<file path="src/rtl/mmc_regs_pkg.sv">
package mmc_regs_pkg;

  localparam int ADDR_W = 7;
  localparam int DATA_W = 16;
  localparam int RSP_N  = 8;
  localparam int LEN_W  = 11;
  localparam int CNT_W  = LEN_W + 1;

  localparam logic [ADDR_W-1:0] OFF_CMD     = 7'h00;
  localparam logic [ADDR_W-1:0] OFF_ARG_LO  = 7'h04;
  localparam logic [ADDR_W-1:0] OFF_ARG_HI  = 7'h08;
  localparam logic [ADDR_W-1:0] OFF_CON     = 7'h0C;
  localparam logic [ADDR_W-1:0] OFF_STAT    = 7'h10;
  localparam logic [ADDR_W-1:0] OFF_IE      = 7'h14;
  localparam logic [ADDR_W-1:0] OFF_CTO     = 7'h18;
  localparam logic [ADDR_W-1:0] OFF_DTO     = 7'h1C;
  localparam logic [ADDR_W-1:0] OFF_BLEN    = 7'h24;
  localparam logic [ADDR_W-1:0] OFF_NBLK    = 7'h28;
  localparam logic [ADDR_W-1:0] OFF_BUF     = 7'h2C;
  localparam logic [ADDR_W-1:0] OFF_REV     = 7'h3C;
  localparam logic [ADDR_W-1:0] OFF_SYSCFG  = 7'h64;
  localparam logic [ADDR_W-1:0] OFF_SYSSTAT = 7'h68;

  localparam logic [DATA_W-1:0] STAT_END  = 16'h0001;
  localparam logic [DATA_W-1:0] STAT_STOP = 16'h0004;
  localparam logic [DATA_W-1:0] STAT_TMO  = 16'h0080;
  localparam logic [5:0]        CMD_STOP  = 6'd12;

  typedef struct packed {
    logic cmd;
    logic argLo;
    logic argHi;
    logic con;
    logic stat;
    logic ie;
    logic cto;
    logic dto;
    logic blen;
    logic nblk;
    logic bufCfg;
    logic softRst;
  } regStrobes_t;

  typedef struct packed {
    logic [DATA_W-1:0] cmd;
    logic [31:0]       arg;
    logic              dw;
    logic [1:0]        mode;
    logic              en;
    logic              be;
    logic [9:0]        clkDiv;
    logic [DATA_W-1:0] stat;
    logic [14:0]       ie;
    logic [7:0]        cto;
    logic [15:0]       dto;
    logic [CNT_W-1:0]  blen;
    logic [CNT_W-1:0]  nblk;
    logic [CNT_W-1:0]  byteCnt;
    logic              rxDma;
    logic [4:0]        afLvl;
    logic              txDma;
    logic [4:0]        aeLvl;
  } cfgRegs_t;

endpackage

</file>
<file path="src/rtl/mmc_regs_ctrl.sv">
module mmc_regs_ctrl
  import mmc_regs_pkg::*;
(
  input  logic              clk,
  input  logic              rstN,
  input  logic              wrEn,
  input  logic              rdEn,
  input  logic [ADDR_W-1:0] addr,
  input  logic              softBit,
  input  logic              conEn,
  output regStrobes_t       stb,
  output logic              rdBad
);

  always_comb begin
    stb = '0;
    if (wrEn) begin
      case (addr)
        OFF_CMD:    stb.cmd     = conEn;
        OFF_ARG_LO: stb.argLo   = 1'b1;
        OFF_ARG_HI: stb.argHi   = 1'b1;
        OFF_CON:    stb.con     = 1'b1;
        OFF_STAT:   stb.stat    = 1'b1;
        OFF_IE:     stb.ie      = 1'b1;
        OFF_CTO:    stb.cto     = 1'b1;
        OFF_DTO:    stb.dto     = 1'b1;
        OFF_BLEN:   stb.blen    = 1'b1;
        OFF_NBLK:   stb.nblk    = 1'b1;
        OFF_BUF:    stb.bufCfg  = 1'b1;
        OFF_SYSCFG: stb.softRst = softBit;
        default:    stb = '0;
      endcase
    end
  end

  assign rdBad = rdEn && ((addr[1:0] != 2'b00) || (addr > OFF_SYSSTAT));

  // one register is touched per write
  a_r5_single_strobe: assert property (@(posedge clk) disable iff (!rstN)
    $onehot0(stb));

  // no command accepted while the interface is disabled
  a_r5_cmd_gated: assert property (@(posedge clk) disable iff (!rstN)
    (wrEn && addr == OFF_CMD && !conEn) |-> !stb.cmd);

endmodule

</file>
<file path="src/rtl/mmc_regs_dp.sv">
module mmc_regs_dp
  import mmc_regs_pkg::*;
#(
  parameter logic [DATA_W-1:0] REV_ID = 16'h0001
)(
  input  logic                    clk,
  input  logic                    rstN,
  input  regStrobes_t             stb,
  input  logic [DATA_W-1:0]       wrData,
  input  logic                    rdEn,
  input  logic                    rdBad,
  input  logic [ADDR_W-1:0]       addr,
  input  logic                    cmdDone,
  input  logic                    cmdTimeout,
  input  logic [RSP_N*DATA_W-1:0] rspWords,
  output logic [DATA_W-1:0]       rdData,
  output logic                    badAccess,
  output logic                    irq,
  output logic                    conEn
);

  cfgRegs_t cfgQ, cfgD;
  logic [RSP_N-1:0][DATA_W-1:0] rspQ;
  logic [DATA_W-1:0] setBits, clrBits, rdNext;

  always_comb begin
    setBits = '0;
    if (cmdDone) begin
      if (cmdTimeout)                     setBits = STAT_TMO;
      else if (cfgQ.cmd[5:0] == CMD_STOP) setBits = STAT_END | STAT_STOP;
      else                                setBits = STAT_END;
    end
    clrBits = stb.stat ? wrData : '0;

    cfgD = cfgQ;
    cfgD.stat = (cfgQ.stat & ~clrBits) | setBits;
    if (stb.cmd)   cfgD.cmd = wrData;
    if (stb.argLo) cfgD.arg[15:0] = wrData;
    if (stb.argHi) cfgD.arg[31:16] = wrData;
    if (stb.con) begin
      cfgD.dw     = wrData[15];
      cfgD.mode   = wrData[13:12];
      cfgD.en     = wrData[11];
      cfgD.be     = wrData[10];
      cfgD.clkDiv = wrData[9:0];
    end
    if (stb.ie)  cfgD.ie  = wrData[14:0];
    if (stb.cto) cfgD.cto = wrData[7:0];
    if (stb.dto) cfgD.dto = wrData;
    if (stb.blen) begin
      cfgD.blen    = {1'b0, wrData[LEN_W-1:0]} + CNT_W'(1);
      cfgD.byteCnt = {1'b0, wrData[LEN_W-1:0]} + CNT_W'(1);
    end
    if (stb.nblk) begin
      cfgD.nblk    = {1'b0, wrData[LEN_W-1:0]} + CNT_W'(1);
      cfgD.byteCnt = cfgQ.blen;
    end
    if (stb.bufCfg) begin
      cfgD.rxDma = wrData[15];
      cfgD.afLvl = wrData[12:8];
      cfgD.txDma = wrData[7];
      cfgD.aeLvl = wrData[4:0];
    end
  end

  always_ff @(posedge clk or negedge rstN) begin
    if (!rstN)            cfgQ <= '0;
    else if (stb.softRst) cfgQ <= '0;
    else                  cfgQ <= cfgD;
  end

  always_ff @(posedge clk or negedge rstN) begin
    if (!rstN)                        rspQ <= '0;
    else if (stb.softRst)             rspQ <= '0;
    else if (cmdDone && !cmdTimeout)  rspQ <= rspWords;
  end

  always_comb begin
    rdNext = '0;
    if (addr[6:5] == 2'b10 && addr[1:0] == 2'b00) begin
      rdNext = rspQ[addr[4:2]];
    end else begin
      case (addr)
        OFF_CMD:     rdNext = cfgQ.cmd;
        OFF_ARG_LO:  rdNext = cfgQ.arg[15:0];
        OFF_ARG_HI:  rdNext = cfgQ.arg[31:16];
        OFF_CON:     rdNext = {cfgQ.dw, 1'b0, cfgQ.mode, cfgQ.en, cfgQ.be, cfgQ.clkDiv};
        OFF_STAT:    rdNext = cfgQ.stat;
        OFF_IE:      rdNext = {1'b0, cfgQ.ie};
        OFF_CTO:     rdNext = {8'h00, cfgQ.cto};
        OFF_DTO:     rdNext = cfgQ.dto;
        OFF_BLEN:    rdNext = {{(DATA_W-CNT_W){1'b0}}, cfgQ.byteCnt};
        OFF_NBLK:    rdNext = {{(DATA_W-CNT_W){1'b0}}, cfgQ.nblk};
        OFF_BUF:     rdNext = {cfgQ.rxDma, 2'b00, cfgQ.afLvl, cfgQ.txDma, 2'b00, cfgQ.aeLvl};
        OFF_REV:     rdNext = REV_ID;
        OFF_SYSSTAT: rdNext = 16'h0001;
        default:     rdNext = '0;
      endcase
    end
  end

  always_ff @(posedge clk or negedge rstN) begin
    if (!rstN) begin
      rdData    <= '0;
      badAccess <= 1'b0;
    end else begin
      badAccess <= rdBad;
      if (rdEn) rdData <= rdBad ? '0 : rdNext;
    end
  end

  assign irq   = |(cfgQ.stat & {1'b0, cfgQ.ie});
  assign conEn = cfgQ.en;

  // clearing every bit with no completion pending silences the interrupt
  a_r2_clear_all: assert property (@(posedge clk) disable iff (!rstN)
    (stb.stat && wrData == 16'hFFFF && !cmdDone) |=> !irq);

  // a timeout completion always leaves the timeout flag set
  a_r7_timeout_flag: assert property (@(posedge clk) disable iff (!rstN)
    (cmdDone && cmdTimeout && !stb.softRst) |=> cfgQ.stat[7]);

  // soft reset empties the enable and argument registers
  a_r9_soft_reset: assert property (@(posedge clk) disable iff (!rstN)
    stb.softRst |=> (cfgQ.ie == '0 && cfgQ.arg == '0 && !irq));

  // response words change only on a completion or soft reset
  a_r10_rsp_hold: assert property (@(posedge clk) disable iff (!rstN)
    (!cmdDone && !stb.softRst) |=> $stable(rspQ));

  // the error pulse only follows a read
  a_r11_bad_after_read: assert property (@(posedge clk) disable iff (!rstN)
    badAccess |-> $past(rdEn));

endmodule

</file>
<file path="src/rtl/mmc_host_regs.sv">
module mmc_host_regs
  import mmc_regs_pkg::*;
#(
  parameter logic [15:0] REV_ID = 16'h0001
)(
  input  logic         clk,
  input  logic         rstN,
  input  logic         wrEn,
  input  logic         rdEn,
  input  logic [6:0]   addr,
  input  logic [15:0]  wrData,
  output logic [15:0]  rdData,
  output logic         badAccess,
  output logic         irq,
  output logic         cmdStart,
  input  logic         cmdDone,
  input  logic         cmdTimeout,
  input  logic [127:0] rspWords
);

  regStrobes_t stb;
  logic rdBad;
  logic conEn;

  mmc_regs_ctrl u_ctrl (
    .clk     (clk),
    .rstN    (rstN),
    .wrEn    (wrEn),
    .rdEn    (rdEn),
    .addr    (addr),
    .softBit (wrData[2]),
    .conEn   (conEn),
    .stb     (stb),
    .rdBad   (rdBad)
  );

  mmc_regs_dp #(.REV_ID(REV_ID)) u_dp (
    .clk        (clk),
    .rstN       (rstN),
    .stb        (stb),
    .wrData     (wrData),
    .rdEn       (rdEn),
    .rdBad      (rdBad),
    .addr       (addr),
    .cmdDone    (cmdDone),
    .cmdTimeout (cmdTimeout),
    .rspWords   (rspWords),
    .rdData     (rdData),
    .badAccess  (badAccess),
    .irq        (irq),
    .conEn      (conEn)
  );

  assign cmdStart = stb.cmd;

endmodule

</file>
<file path="config.mk">
export PLATFORM = sky130hd
export DESIGN_NAME = mmc_host_regs
export DESIGN_NICKNAME = d
export VERILOG_FILES = /design/src/rtl/mmc_regs_pkg.sv /design/src/rtl/mmc_regs_ctrl.sv /design/src/rtl/mmc_regs_dp.sv /design/src/rtl/mmc_host_regs.sv
export SDC_FILE = /design/constraint.sdc
export NUM_CORES = 1
export LEC_CHECK = 0
export ABC_CLOCK_PERIOD_IN_PS = 1960
export BUFFER_PORTS_ARGS = -buffer_cell sky130_fd_sc_hd__buf_2
export CAP_MARGIN = 0
export CELL_PAD_IN_SITES_DETAIL_PLACEMENT = 1
export CELL_PAD_IN_SITES_GLOBAL_PLACEMENT = 2
export CORE_MARGIN = 10
export CORE_UTILIZATION = 35
export DETAILED_ROUTE_END_ITERATION = 6
export GPL_TIMING_DRIVEN = 0
export PLACE_DENSITY_LB_ADDON = 0.1
export SYNTH_ARGS = -nofsm -noshare
export SYNTH_HDL_FRONTEND = slang
export SYNTH_SLANG_ARGS = --single-unit
</file>
<file path="constraint.sdc">
create_clock -name clk -period 1.96 [get_ports clk]
set_clock_uncertainty 0.05 [all_clocks]
set_input_delay 0.196 -clock clk [delete_from_list [all_inputs] [get_ports clk]]
set_output_delay 0.196 -clock clk [all_outputs]
set_load 0.01 [all_outputs]
</file>
==> flow_summary_export.csv, run 1 <==
group,metric,value,unit
yosys,seq_area_frac_synth,51.13,%
clocking,htreeDepth,2,
yosys,yosysUniqueCellTypes,63,
grt,grt_max_degree,115,
critical_path,path_cells,"a22oi_1 > and3_1 > nand4_1 > buf_2",
timing,finalSetupViolations,2,
critical_path,worst_setup_path_start_kind,"register",
pwr,p_int,0.01239,W
yosys,synth_seq_cells,311,
routing,routedWlPerCell,28.00,µm
pwr,pwr-share-seq,43.6,%
hold_path,hold-path-endpoint,"u_dp.cfgQ[37]$_DFFE_PN0P_",
yosys,syn-cell-area,15220,µm²
cells_and_area,final_common_cell,"nand2_1",
cells_and_area,num-fill-cells,4987,
yosys,synthAdderAreaFrac,0.08220,%
yosys,synth_mux_area_share,10.78,%
floorplanning,die-area,52230,µm²
timing,min_period,2.019,ns
critical_path,r2r_end,"u_dp.rdData[1]$_DFFE_PN0P_",
routing,num_vias,14440,
critical_path,path_depth,4,
routing,drt_iter0_drc,1114,
routing,drc,0,
yosys,avgSynthCellArea,9.292,µm²
critical_path,r2r_cells,4,
grt,grt.total_usage,27.76,%
grt,antenna_found_initial,3,
yosys,synthFlopType,"dfrtp_1",
grt,grt_first_pass_wirelength,107.9,mm
pwr,p_sw_share,27.70,%
yosys,synth_area_leaders,"dfrtp_1, nand2_1, a21oi_1",
routing,wl,73.22,mm
critical_path,required,1.71,ns
pwr,p_total,0.01713,W
placed_design,numPortBuffers,169,
critical_path,cp_slowest_stage_delay,0.48,ns
critical_path,r2r_start,"u_dp.rspQ[113]$_DFFE_PN0P_",
pwr,p_leak,9.200,nW
yosys,synth_edf_count,0,
routing,drt_pass1_iterations,5,
grt,overflow,0,
clocking,numCtsBuffers,38,
routing,viasPerCell,5.524,
critical_path,arrival,1.77,ns
run_status,violations,"negative setup slack",
yosys,synth_top_cell_area_share,51.13,%
grt,grt_pass1_vias,15830,
floorplanning,rows,76,
hold_path,hold_depth,4,
hold_path,min_from,"wrData[1]",
placed_design,placed_cells_incl_taps,2394,
yosys,synth.net_count,1796,
clocking,clockBufferDepth,3,
critical_path,end_kind,"output pin",
clocking,cts_root_buf,"clkbuf_16",
critical_path,reg2reg_setup_slack,0,ns
floorplanning,dieHeight,228.5,µm
yosys,synth_simple_gate_area_share,17.99,%
clocking,worstSkewPairLatency,0.57,ns
clocking,cts_sinks,311,
yosys,synth_top_family_by_area,"simple AND/OR/NAND/NOR gates",
pwr,power_switching,0.004745,W
cells_and_area,fin_nets,2158,
yosys,synthArstFlopShare,100.0,%
yosys,synth_compound_area_share,15.00,%
critical_path,path_class,"reg2out",
clocking,cts_tree,"done",
cells_and_area,instances_no_fill,2615,
timing,period_share,103.0,%
timing,hold_slack,0.04345,ns
pwr,peakVddDrop,0.4549,mV
placed_design,gp_congestion,0.9444,
pwr,powerDensity,865.5,nW/µm²
timing,relSlewSlack,37.77,%
yosys,synth_xor_area_share,0.5179,%
yosys,synth_cells,1638,
floorplanning,coreArea,43080,µm²
cells_and_area,area_delta_synth_final,30.04,%
floorplanning,pin_count,176,
critical_path,crit_buf_inv,1,
timing,tightest_slew,0.9335,ns
critical_path,crit_path_max_fanout,3,
critical_path,slowest_stage,"dfrtp_1",
floorplanning,die_w,228.5,µm
cells_and_area,mostFrequentLayoutCells,"nand2_1, dfrtp_1, a21oi_1",
timing,hold_viol,0,
hold_path,hold_class,"in2reg",
routing,ant_nets,0,
yosys,synth_top_area_cell,"dfrtp_1",
clocking,clkSlewWorstSetupHoldPaths,0.06,ns
job,drv_cap,0,
floorplanning,start_util,35.33,%
placed_design,post-dp-hpwl,52.75,mm
pwr,clockPowerShare,42.8,%
timing,setup_ws,-0.05929,ns
cells_and_area,drive_gt1_share,19.19,%
yosys,yosysWarnings,0,
timing,slew_viol_final,0,
pwr,power.share.combinational,13.6,%
timing,rsz0062_at_grt,"true",
run_status,status,"finished, violations left",
critical_path,crit_family,"flip-flops",
timing,fmax,495.2,MHz
==> flip-flops by register name (all words and copies together), names as in the netlist <==
| register | count |
|---|---|
| u_dp.cfgQ | 165 |
| u_dp.badAccess | 1 |
| u_dp.conEn | 1 |
| u_dp.rspQ | 128 |
| u_dp.rdData | 16 |
==> cells in the mapped netlist, types with 4 or more instances <==
cell / number
mux2_2: 11
o211ai_1: 11
buf_4: 16
a2bb2oi_1: 4
a22oi_1: 39
mux2i_1: 93
o21ai_0: 32
a31oi_1: 7
nand2_1: 442
a22o_1: 6
nand3_1: 25
nor3_1: 7
nor2b_1: 16
o2bb2ai_1: 4
buf_2: 52
nor4_1: 7
nand4_1: 6
nor2_1: 112
a21oi_1: 246
clkbuf_1: 69
xor2_1: 9
mux4_2: 26
a211oi_1: 5
o22ai_1: 6
dfrtp_1: 311
o31ai_1: 7
a2111oi_0: 4
and3_1: 8
==> power by group through the flow <==
| stage | sequential [W] | combinational [W] | clock, W |
|---|---|---|---|
| 6_report | 0.00747 | 0.00232 | 0.00733 |
| 5_1_grt | 0.00752 | 0.00254 | 0.00769 |
| 4_1_cts | 0.00746 | 0.00229 | 0.00744 |
| 3_5_place_dp | 0.00758 | 0.00203 | 0 |
| 3_3_place_gp | 0.00756 | 0.00197 | 0 |
| 2_1_floorplan | 0.00735 | 0.00116 | 0 |
==> layout make-up <==
type                       instances  area [µm²]  area share [%]
sequential                       311        7785           39.33
multi-input combinational       1185        6855           34.64
timing repair buffer             325        2456           12.41
clock buffer                      51        1071           5.411
tap                              585       732.0           3.698
buffer                           138       691.9           3.496
clock inverter                    16       186.4          0.9419
inverter                           1       7.507         0.03793
antenna                            3       7.507         0.03793
==> worst reg2reg max path, delay by kind of cell, from the launching register on <==
family          cells  cell delay, ns
mux                 2            0.85
compound gates      2            0.51
flops               1            0.39
==> routing by layer <==
layer	global-route usage, %	routed length (µm)	vias up
met2	47.90	36250	431
met4	11.98	3535	0
met3	5.051	3587	160
met1	33.32	29850	7463
met5	0	0	-
li1	-	-	6390
==> kinds of logic after synthesis <==
| family | Yosys count |
|---|---|
| AOI/OAI and AO/OA | 392 |
| xor gates and xnor gates | 9 |
| adders and majority gates | 1 |
| buffers and inverters | 142 |
| DFF | 311 |
| muxes | 130 |
| and+or+nand+nor | 653 |
==> worst max-delay path by stage <==
| stage | start | endpoint | slack, ns |
|---|---|---|---|
| 3_3_place_gp | rstN | u_dp.rspQ[120]$_DFFE_PN0P_ | -5.78 |
| 2_1_floorplan | addr[1] | u_dp.cfgQ[158]$_DFFE_PN0P_ | 0.19 |
| 4_1_cts | u_dp.cfgQ[82]$_DFFE_PN0P_ | irq | -0.10 |
| 3_5_place_dp | addr[2] | u_dp.rdData[15]$_DFFE_PN0P_ | -0.91 |
| 5_1_grt | u_dp.cfgQ[82]$_DFFE_PN0P_ | irq | -0.17 |
| 6_report | u_dp.cfgQ[72]$_DFFE_PN0P_ | irq | -0.06 |
==> repair_timing <==
item | CTS | global route
hold endpoints to repair | 251 | 0
gates cloned | 0 | 1
pin swaps | 4 | 3
hold buffers | 139 | 0
gates resized for setup | 22 | 31
setup endpoints to repair | 273 | 143
setup buffers | 9 | 5
==> metrics by stage <==
step           instance area, µm²  setup WS, ns  TNS [ns]  utilization [%]
2_1_floorplan               15220        0.1896         0                -
3_3_place_gp                16800        -5.775  -1984.03            39.00
3_5_place_dp                16860       -0.9115   -206.43            39.15
4_1_cts                     19670       -0.1025   -0.1788            45.66
5_1_grt                     19790       -0.1689   -0.1929            45.94
6_report                    19790      -0.05929  -0.06212            45.95
(Power assumes the default switching activity.)
==> inputs of run 2 (changes only) <==
--- a/config.mk
+++ b/config.mk
@@ -5,11 +5,12 @@
 export SDC_FILE = /design/constraint.sdc
 export NUM_CORES = 1
 export LEC_CHECK = 0
-export ABC_CLOCK_PERIOD_IN_PS = 1960
+export ABC_CLOCK_PERIOD_IN_PS = 2300
 export BUFFER_PORTS_ARGS = -buffer_cell sky130_fd_sc_hd__buf_2
 export CAP_MARGIN = 0
 export CELL_PAD_IN_SITES_DETAIL_PLACEMENT = 1
 export CELL_PAD_IN_SITES_GLOBAL_PLACEMENT = 2
+export CORE_ASPECT_RATIO = 2
 export CORE_MARGIN = 10
 export CORE_UTILIZATION = 35
 export DETAILED_ROUTE_END_ITERATION = 6
==> constraint.sdc (replaced) <==
create_clock -name clk -period 2.3 [get_ports clk]
set_clock_uncertainty 0.05 [all_clocks]
set_input_delay 0.23 -clock clk [delete_from_list [all_inputs] [get_ports clk]]
set_output_delay 0.23 -clock clk [all_outputs]
set_load 0.01 [all_outputs]
==> run 2 against run 1 <==
  * Cell area is 1.8% lower
  * Worst setup slack better by 0.064 ns
  * Sequential power is 15% lower
  * Final cell count is 2.3% lower
  * Critical endpoint is now u_dp.rdData[1]$_DFFE_PN0P_
  * Via count down 0.60%
  * Critical path type is now in2reg
  * Count of clock-buffer cells in the layout decreased by 2
  * Die area is 0.97% higher
  * Wire length rose by 5.6%
  * Worst hold slack worse by 0.035 ns
  * Largest power group unchanged
  * Combinational power shrank 14%
  * The flow now finishes without violations
==> flow_summary_export.csv, run 2 (synthesized netlist as in run 1, its figures left out) <==
group,metric,value,unit
clocking,clockBufferDepth,3,
critical_path,crit_buf_inv,2,
routing,drt_iter0_drc,922,
routing,wl,77.36,mm
critical_path,reg2reg_setup_slack,0.30,ns
hold_path,min_from,"wrData[14]",
timing,tightest_slew,1.155,ns
critical_path,crit_family,"compound AO/OA/AOI/OAI gates",
cells_and_area,drive_gt1_share,17.40,%
floorplanning,start_util,35.20,%
hold_path,hold-path-endpoint,"u_dp.cfgQ[148]$_DFFE_PN0P_",
timing,rsz0062_at_grt,"false",
critical_path,slowest_stage,"clkbuf_1",
critical_path,r2r_start,"u_dp.cfgQ[64]$_DFFE_PN0P_",
floorplanning,rows,108,
critical_path,crit_path_max_fanout,10,
grt,grt_max_degree,107,
grt,grt.total_usage,28.95,%
grt,grt_first_pass_wirelength,111.8,mm
placed_design,placed_cells_incl_taps,2360,
critical_path,end_kind,"register",
clocking,numCtsBuffers,35,
job,drv_cap,0,
routing,ant_nets,0,
placed_design,placed_area,16850,µm²
floorplanning,die-area,52740,µm²
timing,setup_ws,0.004546,ns
critical_path,required,2.69,ns
floorplanning,die_w,167.5,µm
placed_design,post-place-ws,-0.8319,ns
timing,min_period,2.295,ns
grt,grt_pass1_vias,16010,
clocking,cts_root_buf,"clkbuf_16",
pwr,peakVddDrop,0.4428,mV
cells_and_area,final_common_cell,"nand2_1",
cells_and_area,multi_input_area,6754,µm²
critical_path,path_cells,"buf_2 > nor2_1 > clkbuf_1 > o21ai_0 > nor2_1 > o21ai_0 > a22oi_1",
clocking,cts_tree,"done",
cells_and_area,antennaDiodeCount,0,
grt,overflow,0,
timing,slew_viol_final,0,
routing,routedWlPerCell,30.26,µm
pwr,powerDensity,744.7,nW/µm²
timing,relSlewSlack,22.98,%
cells_and_area,fin_util,44.97,%
hold_path,hold_class,"in2reg",
timing,fmax,435.6,MHz
clocking,clkSlewWorstSetupHoldPaths,0.06,ns
cells_and_area,fin_nets,2141,
cells_and_area,design_area,19440,µm²
cells_and_area,top_register,"u_dp.cfgQ",
cells_and_area,area_delta_synth_final,27.74,%
critical_path,cp_slowest_stage_delay,0.58,ns
floorplanning,dieHeight,314.9,µm
floorplanning,coreArea,43240,µm²
routing,num_vias,14360,
routing,viasPerCell,5.617,
clocking,htreeDepth,2,
cells_and_area,instances_no_fill,2556,
critical_path,r2r_cells,4,
clocking,cts_sinks,311,
critical_path,r2r_end,"u_dp.rdData[0]$_DFFE_PN0P_",
cells_and_area,seqCellArea,7782,µm²
cells_and_area,reg_top3,"u_dp.cfgQ x165, u_dp.rspQ x128, u_dp.rdData x16",
clocking,worstSkewPairLatency,0.55,ns
timing,period_share,99.80,%
routing,drt_pass1_iterations,5,
cells_and_area,mostFrequentLayoutCells,"nand2_1, dfrtp_1, a21oi_1",
critical_path,path_class,"in2reg",
hold_path,hold_depth,3,
timing,hold_viol,0,
floorplanning,pin_count,176,
timing,finalSetupViolations,0,
grt,antenna_found_initial,0,
placed_design,gp_congestion,0.9493,
cells_and_area,num-fill-cells,5030,
critical_path,arrival,2.68,ns
critical_path,worst_setup_path_start_kind,"primary input",
pwr,p_leak,9.062,nW
run_status,status,"complete, no violations",
placed_design,numPortBuffers,169,
routing,drc,0,
placed_design,post-dp-hpwl,59.18,mm
cells_and_area,largest_reg_flops,165,
run 2: power by group:
group / total (W) / leakage (nW) / switching, W / internal (W)
registers: 0.00638 / 4.07 / 0.000402 / 0.00598
logic: 0.00199 / 4.40 / 0.00116 / 0.000828
clock network: 0.00611 / 0.590 / 0.00247 / 0.00364
run 2: final cells by class:
type / instances / share of cell area (%)
plain buffers: 141 / 3.546
repair buffers: 308 / 11.90
clock buffers: 49 / 5.193
multi-input cells: 1185 / 34.74
flip-flops and latches: 311 / 40.03
well taps: 550 / 3.539
clock inverters: 11 / 1.036
inverters: 1 / 0.01931
run 2: routing by layer:
| layer | vias to the layer above | part of all wire [%] | wire length, µm | track usage (%) |
|---|---|---|---|---|
| met1 | 7293 | 32 | 25040 | 27.31 |
| li1 | 6338 | - | - | - |
| met5 | - | 0 | 0 | 0 |
| met3 | 217 | 4.2 | 3238 | 3.928 |
| met4 | 0 | 9.3 | 7168 | 22.80 |
| met2 | 510 | 54 | 41910 | 54.53 |
run 2: through the flow:
stage / total power [W] / hold WS [ns] / TNS [ns]
2_1_floorplan: 0.007249 / -0.1156 / 0
3_5_place_dp: 0.008270 / 0.08975 / -177.69
5_1_grt: 0.01494 / 0.01635 / 0
4_1_cts: 0.01453 / 0.006621 / 0
6_report: 0.01448 / 0.008860 / 0
3_3_place_gp: 0.008189 / 0.4018 / -1831.23
run 2: worst max-delay path by stage:
stage            start                         end  cells after the start
6_report       addr[0]  u_dp.rdData[1]$_DFFE_PN0P_                      7
5_1_grt        addr[4]  u_dp.rdData[4]$_DFFE_PN0P_                      8
4_1_cts        addr[2]  u_dp.rdData[4]$_DFFE_PN0P_                      8
3_5_place_dp   addr[2]     u_dp.cfgQ[88]$_DFF_PN0_                      8
3_3_place_gp      rstN   u_dp.rspQ[87]$_DFFE_PN0P_                      1
2_1_floorplan  addr[1]  u_dp.cfgQ[158]$_DFFE_PN0P_                      9
run 2: repair_timing:
action / 4_1_cts / 5_1_grt
gates resized for setup: 2 / 3
cloned: 0 / 0
buffers inserted: 4 / 0
endpoints found under the setup margin: 207 / 1
endpoints found under the hold margin: 250 / 0
hold buffers: 132 / 0
run 2: worst reg2reg max path, delay by kind of cell, from the launching register on:
kind	cells	cell delay, ns
AO/OA/AOI/OAI	2	0.52
flip-flops	1	0.42
multiplexers	1	0.56
AND/OR/NAND/NOR	1	0.33
==> inputs of run 3 (changes only) <==
--- a/config.mk
+++ b/config.mk
@@ -18,4 +18,5 @@
 export PLACE_DENSITY_LB_ADDON = 0.1
 export SYNTH_ARGS = -nofsm -noshare
 export SYNTH_HDL_FRONTEND = slang
+export SYNTH_HIERARCHICAL = 1
 export SYNTH_SLANG_ARGS = --single-unit
==> run 3 against run 2 <==
  * Cell area is 2.8% lower
  * Combinational power about the same
  * Synthesized cell count shrank 22%
  * Clock power decreased by 4.7%
  * Highest routed layer unchanged
  * Worst setup slack improved by 0.061 ns
==> flow_summary_export.csv, run 3 <==
group,metric,value,unit
routing,drt_iter0_drc,803,
yosys,avgSynthCellArea,11.49,µm²
critical_path,r2r_end,"u_dp/rdData[15]$_DFFE_PN0P_",
critical_path,crit_end,"u_dp/rdData[9]$_DFFE_PN0P_",
timing,rsz0062_at_grt,"false",
routing,drt_pass1_iterations,5,
grt,overflow,0,
yosys,yosysMostFrequentCell,"dfrtp_1",
yosys,synth_cells,1284,
cells_and_area,drive_gt1_share,21.55,%
clocking,clkSlewWorstSetupHoldPaths,0.07,ns
pwr,clockPowerShare,41.0,%
timing,tightest_slew,1.234,ns
clocking,htreeDepth,1,
pwr,power_switching,0.003855,W
cells_and_area,instances_no_fill,2187,
critical_path,crit_path_max_fanout,10,
timing,fmax,447.5,MHz
routing,wl,69.83,mm
pwr,powerDensity,750.3,nW/µm²
cells_and_area,largest_reg_flops,165,
timing,finalSetupViolations,0,
pwr,power.share.combinational,14.2,%
pwr,p_total,0.01419,W
yosys,synth.net_count,1442,
run_status,status,"complete, no violations",
clocking,cts_sinks,311,
yosys,synth_top_cell_area_share,52.76,%
clocking,cts_root_buf,"clkbuf_16",
clocking,worstSkewPairLatency,0.60,ns
critical_path,end_kind,"register",
pwr,peakVddDrop,0.7572,mV
cells_and_area,final_common_cell,"dfrtp_1",
yosys,yosysUniqueCellTypes,71,
cells_and_area,fin_nets,1781,
cells_and_area,mostFrequentLayoutCells,"dfrtp_1, buf_2, nor2_1",
clocking,clockBufferDepth,3,
routing,ant_nets,0,
cells_and_area,antennaDiodeCount,0,
timing,hold_viol,0,
yosys,synthArstFlopShare,100.0,%
floorplanning,coreArea,41780,µm²
hold_path,min_from,"wrData[10]",
floorplanning,pin_count,176,
yosys,synth_seq_cells,311,
yosys,yosysWarnings,6,
critical_path,worstSetupStartpoint,"addr[2]",
grt,grt_max_degree,111,
routing,drc,0,
grt,antenna_found_initial,0,
placed_design,placed_cells_incl_taps,1998,
floorplanning,die_w,165.2,µm
placed_design,numPortBuffers,172,
critical_path,worst_setup_path_start_kind,"primary input",
cells_and_area,area_delta_synth_final,28.16,%
timing,slew_viol_final,0,
clocking,numCtsBuffers,31,
placed_design,post-dp-hpwl,52.09,mm
timing,tns,0,ns
placed_design,post-place-ws,-1.316,ns
clocking,post_cts_buffers,0,
placed_design,gp_congestion,0.9486,
grt,grt.total_usage,27.46,%
pwr,p_leak,8.523,nW
yosys,synth_top_area_cell,"dfrtp_1",
routing,viasPerCell,5.715,
floorplanning,rows,106,
floorplanning,dieHeight,310.3,µm
yosys,synth_common_cells,"dfrtp_1, nor2_1, mux2i_1",
pwr,p_sw_share,27.18,%
floorplanning,start_util,35.31,%
critical_path,path_class,"in2reg",
critical_path,r2r_start,"u_dp/cfgQ[117]$_DFFE_PN0P_",
critical_path,arrival,2.64,ns
yosys,syn-cell-area,14750,µm²
hold_path,hold_depth,3,
critical_path,r2r_cells,4,
routing,num_vias,12500,
timing,relSlewSlack,17.76,%
yosys,synth_area_leaders,"dfrtp_1, mux2i_1, a22o_1",
timing,min_period,2.234,ns
routing,routedWlPerCell,31.93,µm
timing,setup_ws,0.06550,ns
pwr,pwr-share-seq,44.8,%
yosys,seq_area_frac_synth,52.76,%
yosys,synth_edf_count,0,
timing,period_share,97.15,%
yosys,synthFlopType,"dfrtp_1",
grt,grt_pass1_vias,14080,
critical_path,reg2reg_setup_slack,0.18,ns
pwr,p_int,0.01033,W
critical_path,required,2.70,ns
floorplanning,die-area,51260,µm²
job,drv_cap,0,
cells_and_area,top_register,"u_dp/cfgQ",
clocking,cts_tree,"done",
hold_path,hold_class,"in2reg",
grt,grt_first_pass_wirelength,101.3,mm
cells_and_area,reg_top3,"u_dp/cfgQ x165, u_dp/rspQ x128, u_dp/rdData x16",
run 3: cell types whose count changed after synthesis, moves of 15 or more:
cell | previous run | this run
a211oi_1 | 5 | 20
a21oi_1 | 246 | 32
a22o_1 | 6 | 134
buf_2 | 52 | 18
buf_4 | 16 | 0
inv_1 | 1 | 16
mux2i_1 | 93 | 153
nand2_1 | 442 | 44
nor2_1 | 112 | 179
run 3: logic make-up after synthesis:
family | synth area share [%]
muxes | 16.03
DFF | 52.76
and+or+nand+nor | 10.49
adders and majority gates | 0.08480
AOI/OAI and AO/OA | 16.00
buffers and inverters | 4.105
xor gates and xnor gates | 0.5344
run 3: worst min-delay path by stage:
stage,slack [ns],end
finish,0.009,u_dp/cfgQ[46]$_DFFE_PN0P_
global route,0.02,u_dp/cfgQ[61]$_DFFE_PN0P_
CTS,0.007,u_dp/cfgQ[46]$_DFFE_PN0P_
detailed placement,0.30,u_dp/cfgQ[41]$_DFFE_PN0P_
global placement,0.40,u_dp/rspQ[97]$_DFFE_PN0P_
floorplan,-0.12,u_dp/badAccess$_DFF_PN0_
run 3: stage by stage:
| stage | hold WS (ns) | util (%) | instance area (µm²) |
|---|---|---|---|
| 6_report | 0.009352 | 45.25 | 18910 |
| 5_1_grt | 0.02035 | 45.25 | 18910 |
| 4_1_cts | 0.006762 | 45.16 | 18870 |
| 3_5_place_dp | 0.2958 | 39.16 | 16360 |
| 3_3_place_gp | 0.4043 | 39.00 | 16290 |
| 2_1_floorplan | -0.1156 | - | 14760 |
run 3: per-layer routing:
metal  up-vias  global-route usage, %  wire length [µm]
li1       5420                      -                 -
met1      6469                  27.86             23690
met2       437                  49.20             36740
met3       173                  4.567              3312
met4         0                  19.98              6081
met5         -                      0                 0
run 3: critical path, cell delays in order:
cell       delay, ns
buf_2           0.17
buf_6           0.20
buf_6           0.18
and2b_1         0.31
buf_2           0.30
a22oi_1         0.49
o2bb2ai_1       0.14
o41ai_1         0.47
o22ai_1         0.12
run 3: cell type report:
type	instances	area (µm²)
well taps	540	675.6
inverters	16	60.06
flip-flops and latches	311	7782
fillers	4549	22870
repair buffers	306	2247
clock inverters	18	289.0
plain buffers	117	606.8
multi-input cells	840	6389
clock buffers	39	855.8
run 3: power by group through the flow:
stage | sequential (W) | clock [W] | combinational [W]
6_report | 0.00635 | 0.00582 | 0.00202
5_1_grt | 0.00640 | 0.00614 | 0.00217
3_3_place_gp | 0.00642 | 0 | 0.00178
3_5_place_dp | 0.00643 | 0 | 0.00184
4_1_cts | 0.00634 | 0.00592 | 0.00203
2_1_floorplan | 0.00627 | 0 | 0.00101
run 3: timing repair:
action,CTS,global route
endpoints found under the hold margin,229,0
pin swaps,0,1
gates resized for setup,32,39
hold buffers,132,0
endpoints found under the setup margin,273,150
